## config.mk

```make
export PLATFORM = sky130hd
export DESIGN_NAME = vec_loop_seq
export DESIGN_NICKNAME = d
export VERILOG_FILES = /design/src/rtl/vls_pkg.sv /design/src/rtl/vls_idx_ctr.sv /design/src/rtl/vls_elem_ctl.sv /design/src/rtl/vls_alu.sv /design/src/rtl/vec_loop_seq.sv
export SDC_FILE = /design/constraint.sdc
export NUM_CORES = 1
export LEC_CHECK = 0
export BUFFER_PORTS_ARGS = -buffer_cell sky130_fd_sc_hd__buf_2
export CORE_MARGIN = 5
export CORE_UTILIZATION = 45
export DETAILED_ROUTE_END_ITERATION = 7
export PLACE_DENSITY = 0.74
export SLEW_MARGIN = 0
export SYNTH_ARGS = -nofsm -noshare
export SYNTH_HDL_FRONTEND = slang
export SYNTH_HIERARCHICAL = 1
export SYNTH_SLANG_ARGS = --single-unit
```

## constraint.sdc

```tcl
create_clock -name clk -period 4.35 [get_ports clk]
set_clock_uncertainty 0.05 [all_clocks]
set_input_delay 0.87 -clock clk [delete_from_list [all_inputs] [get_ports clk]]
set_output_delay 0.87 -clock clk [all_outputs]
set_load 0.1 [all_outputs]
```

## src/rtl/vls_pkg.sv

```systemverilog
package vls_pkg;
  typedef enum logic {
    SEQ_IDLE = 1'b0,
    SEQ_RUN  = 1'b1
  } seq_state_e;

  localparam int NUM_OPNDS = 3;
  localparam int OPND_DST  = 0;
  localparam int OPND_SRCA = 1;
  localparam int OPND_SRCB = 2;
endpackage

```

## src/rtl/vls_idx_ctr.sv

```systemverilog
module vls_idx_ctr #(
  parameter int AREG_W = 5
) (
  input  logic              clk,
  input  logic              rst,
  input  logic              load,
  input  logic              step,
  input  logic [AREG_W-1:0] base_in,
  input  logic              vec_in,
  output logic [AREG_W-1:0] addr,
  output logic              vec_q
);
  // Register number for one operand: latched on launch, stepped per element
  // only when the operand was flagged as a vector.
  always_ff @(posedge clk) begin
    if (rst) begin
      addr  <= '0;
      vec_q <= 1'b0;
    end else if (load) begin
      addr  <= base_in;
      vec_q <= vec_in;
    end else if (step && vec_q) begin
      addr  <= addr + 1'b1;
    end
  end
endmodule

```

## src/rtl/vls_elem_ctl.sv

```systemverilog
module vls_elem_ctl #(
  parameter int MAX_VL = 8,
  parameter int VL_W   = $clog2(MAX_VL + 1)
) (
  input  logic              clk,
  input  logic              rst,
  input  logic              load,
  input  logic              step,
  input  logic [VL_W-1:0]   vl_in,
  input  logic              pred_en,
  input  logic [MAX_VL-1:0] pred_mask,
  input  logic              zero_in,
  output logic              last,
  output logic              pred_bit,
  output logic              zero_q
);
  localparam logic [VL_W-1:0] VL_CAP = VL_W'(MAX_VL);

  logic [VL_W-1:0]   idx_q;
  logic [VL_W-1:0]   len_q;
  logic [MAX_VL-1:0] mask_q;
  logic [MAX_VL-1:0] mask_sh;
  logic [VL_W-1:0]   vl_eff;

  assign vl_eff = (vl_in > VL_CAP) ? VL_CAP : vl_in;

  always_ff @(posedge clk) begin
    if (rst) begin
      idx_q  <= '0;
      len_q  <= '0;
      mask_q <= '0;
      zero_q <= 1'b0;
    end else if (load) begin
      idx_q  <= '0;
      len_q  <= vl_eff;
      mask_q <= pred_en ? pred_mask : '1;
      zero_q <= zero_in;
    end else if (step) begin
      idx_q  <= idx_q + 1'b1;
    end
  end

  assign mask_sh  = mask_q >> idx_q;
  assign pred_bit = mask_sh[0];
  assign last     = (idx_q == (len_q - 1'b1));
endmodule

```

## src/rtl/vls_alu.sv

```systemverilog
module vls_alu #(
  parameter int DATA_W = 16
) (
  input  logic [DATA_W-1:0] opa,
  input  logic [DATA_W-1:0] opb,
  input  logic              pred_bit,
  input  logic              zero_mode,
  output logic              wr_req,
  output logic [DATA_W-1:0] res
);
  logic [DATA_W-1:0] sum;

  assign sum    = opa + opb;
  assign wr_req = pred_bit | zero_mode;
  assign res    = pred_bit ? sum : '0;
endmodule

```

## src/rtl/vec_loop_seq.sv

```systemverilog
module vec_loop_seq
  import vls_pkg::*;
#(
  parameter int DATA_W = 16,
  parameter int AREG_W = 5,
  parameter int MAX_VL = 8,
  parameter int VL_W   = $clog2(MAX_VL + 1)
) (
  input  logic              clk,
  input  logic              rst,
  input  logic              start,
  input  logic [VL_W-1:0]   vl,
  input  logic [AREG_W-1:0] dst_base,
  input  logic              dst_vec,
  input  logic [AREG_W-1:0] srca_base,
  input  logic              srca_vec,
  input  logic [AREG_W-1:0] srcb_base,
  input  logic              srcb_vec,
  input  logic              pred_en,
  input  logic [MAX_VL-1:0] pred_mask,
  input  logic              zero_mode,
  output logic [AREG_W-1:0] rd_addr_a,
  output logic [AREG_W-1:0] rd_addr_b,
  input  logic [DATA_W-1:0] rd_data_a,
  input  logic [DATA_W-1:0] rd_data_b,
  output logic [AREG_W-1:0] wr_addr,
  output logic [DATA_W-1:0] wr_data,
  output logic              wr_en,
  output logic              busy,
  output logic              done
);
  seq_state_e state_q;
  logic       done_q;
  logic       accept;
  logic       finish;
  logic       adv;
  logic       vl_zero;
  logic       last;
  logic       pred_bit;
  logic       zero_q;
  logic       wr_req;

  logic [NUM_OPNDS-1:0][AREG_W-1:0] base_all;
  logic [NUM_OPNDS-1:0][AREG_W-1:0] addr_all;
  logic [NUM_OPNDS-1:0]             vec_in;
  logic [NUM_OPNDS-1:0]             vec_q;
  logic                             dst_vec_q;
  logic                             srca_vec_q;
  logic                             srcb_vec_q;

  assign base_all[OPND_DST]  = dst_base;
  assign base_all[OPND_SRCA] = srca_base;
  assign base_all[OPND_SRCB] = srcb_base;
  assign vec_in[OPND_DST]    = dst_vec;
  assign vec_in[OPND_SRCA]   = srca_vec;
  assign vec_in[OPND_SRCB]   = srcb_vec;

  assign busy    = (state_q == SEQ_RUN);
  assign accept  = start && !busy;
  assign vl_zero = (vl == '0);

  // One operand counter per register operand.
  for (genvar k = 0; k < NUM_OPNDS; k++) begin : g_opnd
    vls_idx_ctr #(.AREG_W(AREG_W)) u_ctr (
      .clk     (clk),
      .rst     (rst),
      .load    (accept),
      .step    (adv),
      .base_in (base_all[k]),
      .vec_in  (vec_in[k]),
      .addr    (addr_all[k]),
      .vec_q   (vec_q[k])
    );
  end

  assign dst_vec_q  = vec_q[OPND_DST];
  assign srca_vec_q = vec_q[OPND_SRCA];
  assign srcb_vec_q = vec_q[OPND_SRCB];

  vls_elem_ctl #(.MAX_VL(MAX_VL), .VL_W(VL_W)) u_elem (
    .clk       (clk),
    .rst       (rst),
    .load      (accept),
    .step      (adv),
    .vl_in     (vl),
    .pred_en   (pred_en),
    .pred_mask (pred_mask),
    .zero_in   (zero_mode),
    .last      (last),
    .pred_bit  (pred_bit),
    .zero_q    (zero_q)
  );

  vls_alu #(.DATA_W(DATA_W)) u_alu (
    .opa       (rd_data_a),
    .opb       (rd_data_b),
    .pred_bit  (pred_bit),
    .zero_mode (zero_q),
    .wr_req    (wr_req),
    .res       (wr_data)
  );

  // Loop ends on the last element, or on the first write to a scalar destination.
  assign finish = busy && (last || (!dst_vec_q && wr_req));
  assign adv    = busy && !finish;

  always_ff @(posedge clk) begin
    if (rst) begin
      state_q <= SEQ_IDLE;
      done_q  <= 1'b0;
    end else begin
      done_q <= (accept && vl_zero) || finish;
      if (accept && !vl_zero) begin
        state_q <= SEQ_RUN;
      end else if (finish) begin
        state_q <= SEQ_IDLE;
      end
    end
  end

  assign rd_addr_a = addr_all[OPND_SRCA];
  assign rd_addr_b = addr_all[OPND_SRCB];
  assign wr_addr   = addr_all[OPND_DST];
  assign wr_en     = busy && wr_req;
  assign done      = done_q;
endmodule

```

==> results of run 1 <==
-- critical path, stage by stage --
cell and delay [ns]:
buf_2 0.08, ha_1 0.19, inv_1 0.07, fa_1 0.39, nor2b_2 0.18, o2111ai_1 0.15
a21oi_1 0.35, a41oi_1 0.21, mux2i_2 0.18, buf_2 0.44
-- worst paths after layout --
kind / cells past startpoint / startpoint / to
worst max-delay path: 10 / rd_data_a[0] / wr_data[14]
worst max register to register: 9 / u_elem/idx_q[1]$_SDFFE_PP0P_ / g_opnd[0].u_ctr/addr[3]$_SDFFE_PP0P_
worst min register to register: 2 / u_elem/mask_q[6]$_SDFFE_PP0P_ / u_elem/mask_q[6]$_SDFFE_PP0P_
worst min-delay path: 2 / u_elem/mask_q[6]$_SDFFE_PP0P_ / u_elem/mask_q[6]$_SDFFE_PP0P_
-- stage by stage --
step           worst slack [ns]  utilization [%]
6_report                  0.306             59.4
5_1_grt                   0.125             59.4
4_1_cts                   0.309             59.4
3_5_place_dp              0.319             57.6
3_3_place_gp              0.392             57.6
2_1_floorplan            0.0267                -
-- layout make-up --
class	instances	share of cell area (%)
clock buffer	7	2.94
clock inverter	1	0.153
inverter	11	1.26
multi-input combinational	249	54.3
sequential	37	22.6
tap	72	2.75
timing repair buffer	103	16.0
-- synth_stat cells (8+ instances only) --
master and count:
a21oi_1 13, a311oi_1 11, dfxtp_1 37, ha_1 20, inv_1 8, mux2i_1 14
nand2_1 22, nand3_1 14, nor2_1 35, o21ai_0 12, o22ai_1 9, xnor2_1 10
xor2_1 11
-- power by group through the flow --
| stage | combinational [mW] | sequential (mW) | clock (mW) |
|---|---|---|---|
| after floorplan | 0.340 | 0.493 | 0 |
| after CTS | 0.551 | 0.388 | 0.267 |
| after global routing | 0.586 | 0.392 | 0.282 |
| final | 0.549 | 0.388 | 0.259 |
| after global placement | 0.543 | 0.395 | 0 |
| after detailed placement | 0.549 | 0.395 | 0 |
-- registers in the layout, indices dropped and copies added (netlist names) --
| register | flops |
|---|---|
| busy | 1 |
| done | 1 |
| g_opnd.u_ctr/addr | 15 |
| g_opnd.u_ctr/vec_q | 3 |
| u_elem/idx_q | 4 |
| u_elem/len_q | 4 |
| u_elem/mask_q | 8 |
| u_elem/zero_q | 1 |
-- per-layer routing --
metal  up-vias  routed length [um]  global-route usage (%)
met5         -                   0                       0
met4         0                  55                    4.17
met3        10                 362                    3.59
met2        78                3130                    30.6
met1      1165                2840                    21.7
li1       1319                   -                       -
-- cells in the final DEF, fill, tap and decap left out, types with 8 or more instances in the layout --
cell type	instances
ha_1	20
dfxtp_1	37
o22ai_1	9
xnor2_1	10
a311oi_1	10
o21ai_0	12
buf_2	100
mux2i_1	10
a21oi_1	13
nor2_1	35
nand2_1	22
inv_1	8
xor2_1	11
nand3_1	14
-- kinds of logic (layout without fill, tap and decap cells) --
family	count (synthesis)	in the layout
AND/OR/NAND/NOR	121	121
AO/OA/AOI/OAI	71	71
flip-flops	37	37
adder cells (fa/ha/maj)	21	21
XOR/XNOR	21	21
buffers and inverters	18	122
multiplexers	15	15
==> results.ini, run 1 <==
[setup_path]
endpoint_kind=primary output
path_class=in2out
worstPathRequired_ns=3.43
worst_ep_arrival_time_ns=3.12
critPathMaxFanout=5
worst_setup_path_start_kind=input pin
reg2reg_slack_ns=1.06

[cts]
cts.path.max_buffers=2
htreeDepth=2
cts_made_buffers=5
ctsHoldBuffers=0
cts_resized=0
post_cts_buffers=0
clkSinkCount=37
clk_pin_slew_ns=0.07
cts_tree=built
clkLatencyLatePin_ns=0.28
root_buffer=clkbuf_8

[yosys]
synth_top_family_by_area=simple AND/OR/NAND/NOR gates
synthAdderAreaFrac_pct=10.6
synthSimpleGateAreaFrac_pct=24.4
yosys.area.top_type=dfxtp_1
syn_area_mm2=0.00256
syn_inst=304
syn-num-nets=392
synth-main-ff-cell=dfxtp_1
synth_compound_area_share_pct=19.7
synth.area.top_cells=dfxtp_1 29%, ha_1 9.8%, mux2i_1 5.5%
muxShareOfSynthArea_pct=6.51
synth-edff-count=0
yosysSeqAreaShare_pct=29.0
yosysTopAreaCellShare_pct=29.0
synth-seq-cells=37
yosysWarnings=6
yosys.cell_types.count=52
async_flop_share_pct=0
avgSynthCellArea_um2=8.41
yosys.area_share.xor_xnor_pct=7.19

[floorplanning]
dieArea_mm2=0.00729
die_x_um=85.4
io_pins=101
rows=27
start_util_pct=46.4
core_area_mm2=0.00551
die_h_um=85.4

[power_and_ir_drop]
vdd_drop_max_mv=0.232
p_clk_share_pct=21.7
p_comb_share_pct=45.9
swShare_pct=45.3
p_leak_nw=1.47
share_seq_of_total_power_pct=32.5
power.density_mw_per_mm2=366
p_sw_mw=0.542
p_int_mw=0.655
fin_total_pwr_mw=1.20

[drt]
wire_per_inst_um=13.3
via_count=2572
drc=0
drt_first_pass_iters=4
drt-total-wl_mm=6.38
detail_route.iter0.violations=76
vias_per_cell=5.36
drtAntennaViolNets=0

[finish]
n_fill_cell=497
final_area_mm2=0.00327
stdcell_count=480
fin_nets=495
drive_above_1_share_pct=32.1
regArea_um2=741
antenna_cells=0
multi_input_comb_area_mm2=0.00178
syn_to_final_growth_pct=27.9

[sta]
rsz0062_at_grt=no
worst_slew_pin_slew_ns=0.692
post-route-period-util_pct=93.0
hold_slack_ns=0.444
max_freq_ghz=0.247
final.setup.tns_ns=0
setup_viol=0
finalHoldViolations=0
slew_headroom_pct=53.7
finalMaxSlewViolations=0
post-route-min-period_ns=4.04

[global_route]
grt_max_degree=38
track_usage_pct=17.4
grt_pass1_vias=2511
gr-total-overflow=0
grt_pass1_wl_mm=10.8
antenna_found_initial=0

[place]
gp_congestion=0.847
io_buffers=100
dp_hpwl_mm=5.02
dp.cells=472
dpl_cell_area_mm2=0.00317

[worst_hold_path]
holdCritPathClass=reg2reg

[status]
status=complete, no violations

[job]
drv_cap=0

(Power assumes the default switching activity.)
==> run 2, diff against run 1 <==
--- a/config.mk
+++ b/config.mk
@@ -5,11 +5,12 @@
 export SDC_FILE = /design/constraint.sdc
 export NUM_CORES = 1
 export LEC_CHECK = 0
-export BUFFER_PORTS_ARGS = -buffer_cell sky130_fd_sc_hd__buf_2
 export CORE_MARGIN = 5
 export CORE_UTILIZATION = 45
+export CTS_BUF_LIST = sky130_fd_sc_hd__clkbuf_4 sky130_fd_sc_hd__clkbuf_8
 export DETAILED_ROUTE_END_ITERATION = 7
-export PLACE_DENSITY = 0.74
+export DONT_BUFFER_PORTS = 1
+export PLACE_DENSITY = 0.59
 export SLEW_MARGIN = 0
 export SYNTH_ARGS = -nofsm -noshare
 export SYNTH_HDL_FRONTEND = slang
==> run 2 against run 1 <==
- sequential share of layout area up 2.7 points
- register-to-register slack about the same
- clock power up 17%
- count of clock-buffer cells in the layout down 1
- largest power group is now sequential cells
- critical endpoint unchanged
- final area down 11%
- combinational power down 25%
- sequential power up 27%
- final cell count down 18%
- non-clock buffer count down 84
- via count down 14%
==> results.ini, run 2 (same netlist as run 1, synthesis figures left out) <==
[setup_path]
path_class=in2out
critPathMaxFanout=5
worst_setup_path_start_kind=input pin
crit_start=rd_data_a[0]
cpLargestDelayFamily=compound AO/OA/AOI/OAI gates
r2r-end=g_opnd[0].u_ctr/addr[4]$_SDFFE_PP0P_
worst_ep_arrival_time_ns=2.95
r2r-start=u_elem/idx_q[1]$_SDFFE_PP0P_
reg2reg_depth=10
crit_path_cell_trace=ha_1 > inv_1 > fa_1 > nor2b_2 > o2111ai_1 > a21oi_1 > a41oi_1 > mux2i_2 > buf_4
crit_path_top_delay_cell=fa_1
crit_path_max_incr_delay_ns=0.39
reg2reg_slack_ns=1.07
crit_buf_inv=2
endpoint_kind=primary output
worstPathRequired_ns=3.43

[finish]
stdcell_count=396
final_area_mm2=0.00293
n_fill_cell=538
drive_above_1_share_pct=15.7
final_cell_mix=37 x dfxtp_1, 35 x nor2_1, 22 x nand2_1, 20 x ha_1, 19 x buf_4
final_util_pct=53.1
largest-register=g_opnd.u_ctr/addr
layout_commonest_cell=dfxtp_1
largest_register_ffs=15
syn_to_final_growth_pct=14.4
reg_top3=g_opnd.u_ctr/addr x15, u_elem/mask_q x8
fin_nets=411
antenna_cells=0

[sta]
hold_slack_ns=0.435
setup_viol=0
worst_slew_pin_slew_ns=1.09
finalHoldViolations=0
setup_slack_ns=0.482
post-route-period-util_pct=88.9
post-route-min-period_ns=3.87
final.setup.tns_ns=0
finalMaxSlewViolations=0
rsz0062_at_grt=no
slew_headroom_pct=27.5
max_freq_ghz=0.259

[drt]
drt_first_pass_iters=4
drt-total-wl_mm=6.03
vias_per_cell=5.57
detail_route.iter0.violations=108
drtAntennaViolNets=0
via_count=2207
drc=0
wire_per_inst_um=15.2

[floorplanning]
dieArea_mm2=0.00729
start_util_pct=46.4
core_area_mm2=0.00551
rows=27
die_x_um=85.4
io_pins=101
die_h_um=85.4

[global_route]
track_usage_pct=16.1
grtUsageMet1_pct=21.6
grt_use_met3_pct=4.27
grt_max_degree=38
met2_usage_pct=26.1
grt_pass1_vias=2038
grt_pass1_wl_mm=9.77
grt-busiest-layer=met2
gr-total-overflow=0
antenna_found_initial=0

[cts]
clkSinkCount=37
cts_tree=built
cts.path.max_buffers=2
cts_resized=0
root_buffer=clkbuf_8
clk_pin_slew_ns=0.08
post_cts_buffers=0
clkLatencyLatePin_ns=0.28
cts_made_buffers=5
htreeDepth=2
ctsHoldBuffers=0

[status]
status=complete, no violations

[job]
drv_cap=0

[power_and_ir_drop]
p_leak_nw=1.13
power.density_mw_per_mm2=413
vdd_drop_max_mv=0.223
fin_total_pwr_mw=1.21

[place]
gp_congestion=0.767
dp.cells=388
io_buffers=0
dpl_cell_area_mm2=0.00281
dpl_worst_slack_ns=0.477
dp_hpwl_mm=4.78

[worst_hold_path]
holdCritPathClass=reg2reg
min_path_cells=2
min_from=u_elem/mask_q[6]$_SDFFE_PP0P_
min_to=u_elem/mask_q[6]$_SDFFE_PP0P_

==> run 2: changes by cell type in the layout (fill, tap and decap cells not counted), moves of 2 or more <==
cell / delta
buf_4: +16
mux2i_1: -2
mux2i_2: +2
buf_2: -100
clkbuf_8: -2
==> run 2: routing by layer <==
| layer | vias up | routed length [um] |
|---|---|---|
| li1 | 1154 | - |
| met1 | 988 | 2720 |
| met2 | 61 | 2860 |
| met3 | 4 | 405 |
| met4 | 0 | 44 |
| met5 | - | 0 |
==> run 2: where the power goes <==
part	internal, mW	switching (mW)	leakage [nW]	total [mW]
clock	0.178	0.125	0.0588	0.304
combinational	0.132	0.279	0.766	0.411
sequential	0.365	0.129	0.305	0.494
==> run 2: layout make-up <==
| cell class | instances | area (um2) | area share [%] |
|---|---|---|---|
| clock buffers | 6 | 76.3 | 2.61 |
| repair buffers | 19 | 143 | 4.88 |
| flip-flops and latches | 37 | 741 | 25.3 |
| clock inverters | 2 | 38.8 | 1.33 |
| well taps | 72 | 90.1 | 3.08 |
| inverters | 11 | 41.3 | 1.41 |
| multi-input cells | 249 | 1800 | 61.4 |
==> run 2: worst min-delay path, stage by stage (launching register included) <==
cell and delay [ns]:
dfxtp_1 0.32, nor2_1 0.08, a311oi_1 0.04
==> run 2: worst max-delay path by stage <==
stage,endpoint,cells past startpoint,slack [ns]
6_report,wr_data[14],9,0.48
5_1_grt,wr_data[14],9,0.31
4_1_cts,wr_data[14],9,0.47
3_5_place_dp,wr_data[14],9,0.48
3_3_place_gp,wr_data[14],9,0.53
2_1_floorplan,wr_data[9],6,0.03
==> run 3, diff against run 2 <==
--- a/config.mk
+++ b/config.mk
@@ -7,7 +7,7 @@
 export LEC_CHECK = 0
 export CORE_MARGIN = 5
 export CORE_UTILIZATION = 45
-export CTS_BUF_LIST = sky130_fd_sc_hd__clkbuf_4 sky130_fd_sc_hd__clkbuf_8
+export CTS_BUF_LIST = sky130_fd_sc_hd__clkbuf_8
 export DETAILED_ROUTE_END_ITERATION = 7
 export DONT_BUFFER_PORTS = 1
 export PLACE_DENSITY = 0.59
==> run 3 against run 2 <==
- first-iteration DRC count grew 2.8%
- power shrank 0.82%
- clock power shrank 3%
- sequential share of layout area is essentially flat
- global-route usage is essentially flat
- highest routed layer unchanged
- register-to-register slack is essentially flat
- count of clock-buffer cells in the layout shrank 1
- critical endpoint unchanged
- hold slack lost 0.00075 ns
- combinational power is essentially flat
- critical path depth is the same
- via count grew 0.45%
==> results.ini, run 3 (same netlist as run 1, synthesis figures left out) <==
[finish]
layout_commonest_cell=dfxtp_1
fin_nets=411
final_cell_mix=37 x dfxtp_1, 35 x nor2_1, 22 x nand2_1, 20 x ha_1, 19 x buf_4
reg_top3=g_opnd.u_ctr/addr x15, u_elem/mask_q x8
antenna_cells=0
largest_register_ffs=15
drive_above_1_share_pct=15.4
largest-register=g_opnd.u_ctr/addr
final_util_pct=53.1
n_fill_cell=536
syn_to_final_growth_pct=14.2

[power_and_ir_drop]
p_leak_nw=1.13
power.density_mw_per_mm2=410
swShare_pct=44.4
share_seq_of_total_power_pct=41.2
p_int_mw=0.666
p_sw_mw=0.533
vdd_drop_max_mv=0.221
p_clk_share_pct=24.5
p_comb_share_pct=34.3

[sta]
final.setup.tns_ns=0
post-route-min-period_ns=3.87
worst_slew_pin_slew_ns=1.09
finalHoldViolations=0
post-route-period-util_pct=89.0
setup_slack_ns=0.478
max_freq_ghz=0.258
setup_viol=0
slew_headroom_pct=27.5
rsz0062_at_grt=no
hold_slack_ns=0.434
finalMaxSlewViolations=0

[drt]
drtAntennaViolNets=0
wl_met2_mm=2.91
detail_route.iter0.violations=111
drt_first_pass_iters=4
drc=0
via_count=2217
drt-total-wl_mm=6.03
wire_per_inst_um=15.2
wl_met1_mm=2.66
highest_layer=met4
vias_per_cell=5.60
wl_met3_um=410

[place]
gp_congestion=0.767
io_buffers=0
dp_hpwl_mm=4.78
dpl_worst_slack_ns=0.477

[floorplanning]
rows=27
dieArea_mm2=0.00729
die_x_um=85.4
core_area_mm2=0.00551
start_util_pct=46.4
die_h_um=85.4
io_pins=101

[setup_path]
critPathMaxFanout=5
crit_path_cell_trace=ha_1 > inv_1 > fa_1 > nor2b_2 > o2111ai_1 > a21oi_1 > a41oi_1 > mux2i_2 > buf_4
cpLargestDelayFamily=compound AO/OA/AOI/OAI gates
reg2reg_depth=10
worst_ep_arrival_time_ns=2.95
crit_buf_inv=2
crit_path_top_delay_cell=fa_1
cp.depth=9
crit_path_max_incr_delay_ns=0.39
endpoint_kind=primary output
worstPathRequired_ns=3.43
worst_setup_path_start_kind=input pin
path_class=in2out

[global_route]
grt_pass1_wl_mm=9.76
grt_pass1_vias=2034
grt_max_degree=38
antenna_found_initial=0
gr-total-overflow=0
track_usage_pct=16.1

[cts]
cts_resized=0
clkLatencyLatePin_ns=0.28
cts_tree=built
ctsHoldBuffers=0
clkSinkCount=37
root_buffer=clkbuf_8
post_cts_buffers=0
cts_made_buffers=5
htreeDepth=2
clk_pin_slew_ns=0.08
cts.path.max_buffers=2

[worst_hold_path]
min_path_cells=2
holdCritPathClass=reg2reg

[status]
status=complete, no violations

[job]
drv_cap=0

-- run 3: cell types whose count changed in the layout (fill, tap and decap cells not counted), sizes merged --
cell	previous run	this run
clkbuf	6	5
inv	8	9
-- run 3: worst register-to-register path: stages (launching register included) --
cell      delay [ns]
dfxtp_1         0.50
mux4_1          0.59
nor2_1          0.13
a311oi_2        0.06
or2_2           0.34
nor2b_1         0.15
nor3b_2         0.36
buf_4           0.26
nand2_2         0.11
or3_1           0.35
a311oi_1        0.28
-- run 3: cell type report --
| class | count | area [um2] | area share, % |
|---|---|---|---|
| Sequential cell | 37 | 741 | 25.4 |
| Inverter | 11 | 41.3 | 1.41 |
| Clock inverter | 3 | 42.5 | 1.46 |
| Timing Repair Buffer | 19 | 143 | 4.88 |
| Clock buffer | 5 | 68.8 | 2.36 |
| Tap cell | 72 | 90.1 | 3.08 |
| Multi-Input combinational cell | 249 | 1800 | 61.5 |
-- run 3: stage by stage --
stage	cells	power [mW]	instance area (um2)
after floorplan	304	0.833	2580
after global placement	388	0.911	2810
after detailed placement	388	0.916	2810
after CTS	396	1.21	2920
after global routing	396	1.26	2920
final	396	1.20	2920
-- run 3: power groups by stage --
stage	Clock, mW	Combinational [mW]	Sequential (mW)
CTS	0.302	0.415	0.495
floorplan	0	0.340	0.493
finish	0.294	0.411	0.494
detailed placement	0	0.414	0.502
global route	0.317	0.444	0.498
global placement	0	0.410	0.501
-- run 3: worst paths after layout --
kind	from	end	slack, ns
worst min register to register	u_elem/mask_q[6]$_SDFFE_PP0P_	u_elem/mask_q[6]$_SDFFE_PP0P_	0.43
worst max register to register	u_elem/idx_q[1]$_SDFFE_PP0P_	g_opnd[0].u_ctr/addr[4]$_SDFFE_PP0P_	1.08
worst max-delay path	rd_data_a[0]	wr_data[14]	0.48
worst min-delay path	u_elem/mask_q[6]$_SDFFE_PP0P_	u_elem/mask_q[6]$_SDFFE_PP0P_	0.43
-- run 3: per-layer routing --
| layer | global-route usage, % | up-vias |
|---|---|---|
| met1 | 21.6 | 990 |
| met3 | 4.27 | 4 |
| met2 | 26.0 | 69 |
| met5 | 0 | - |
| li1 | - | 1154 |
| met4 | 3.45 | 0 |
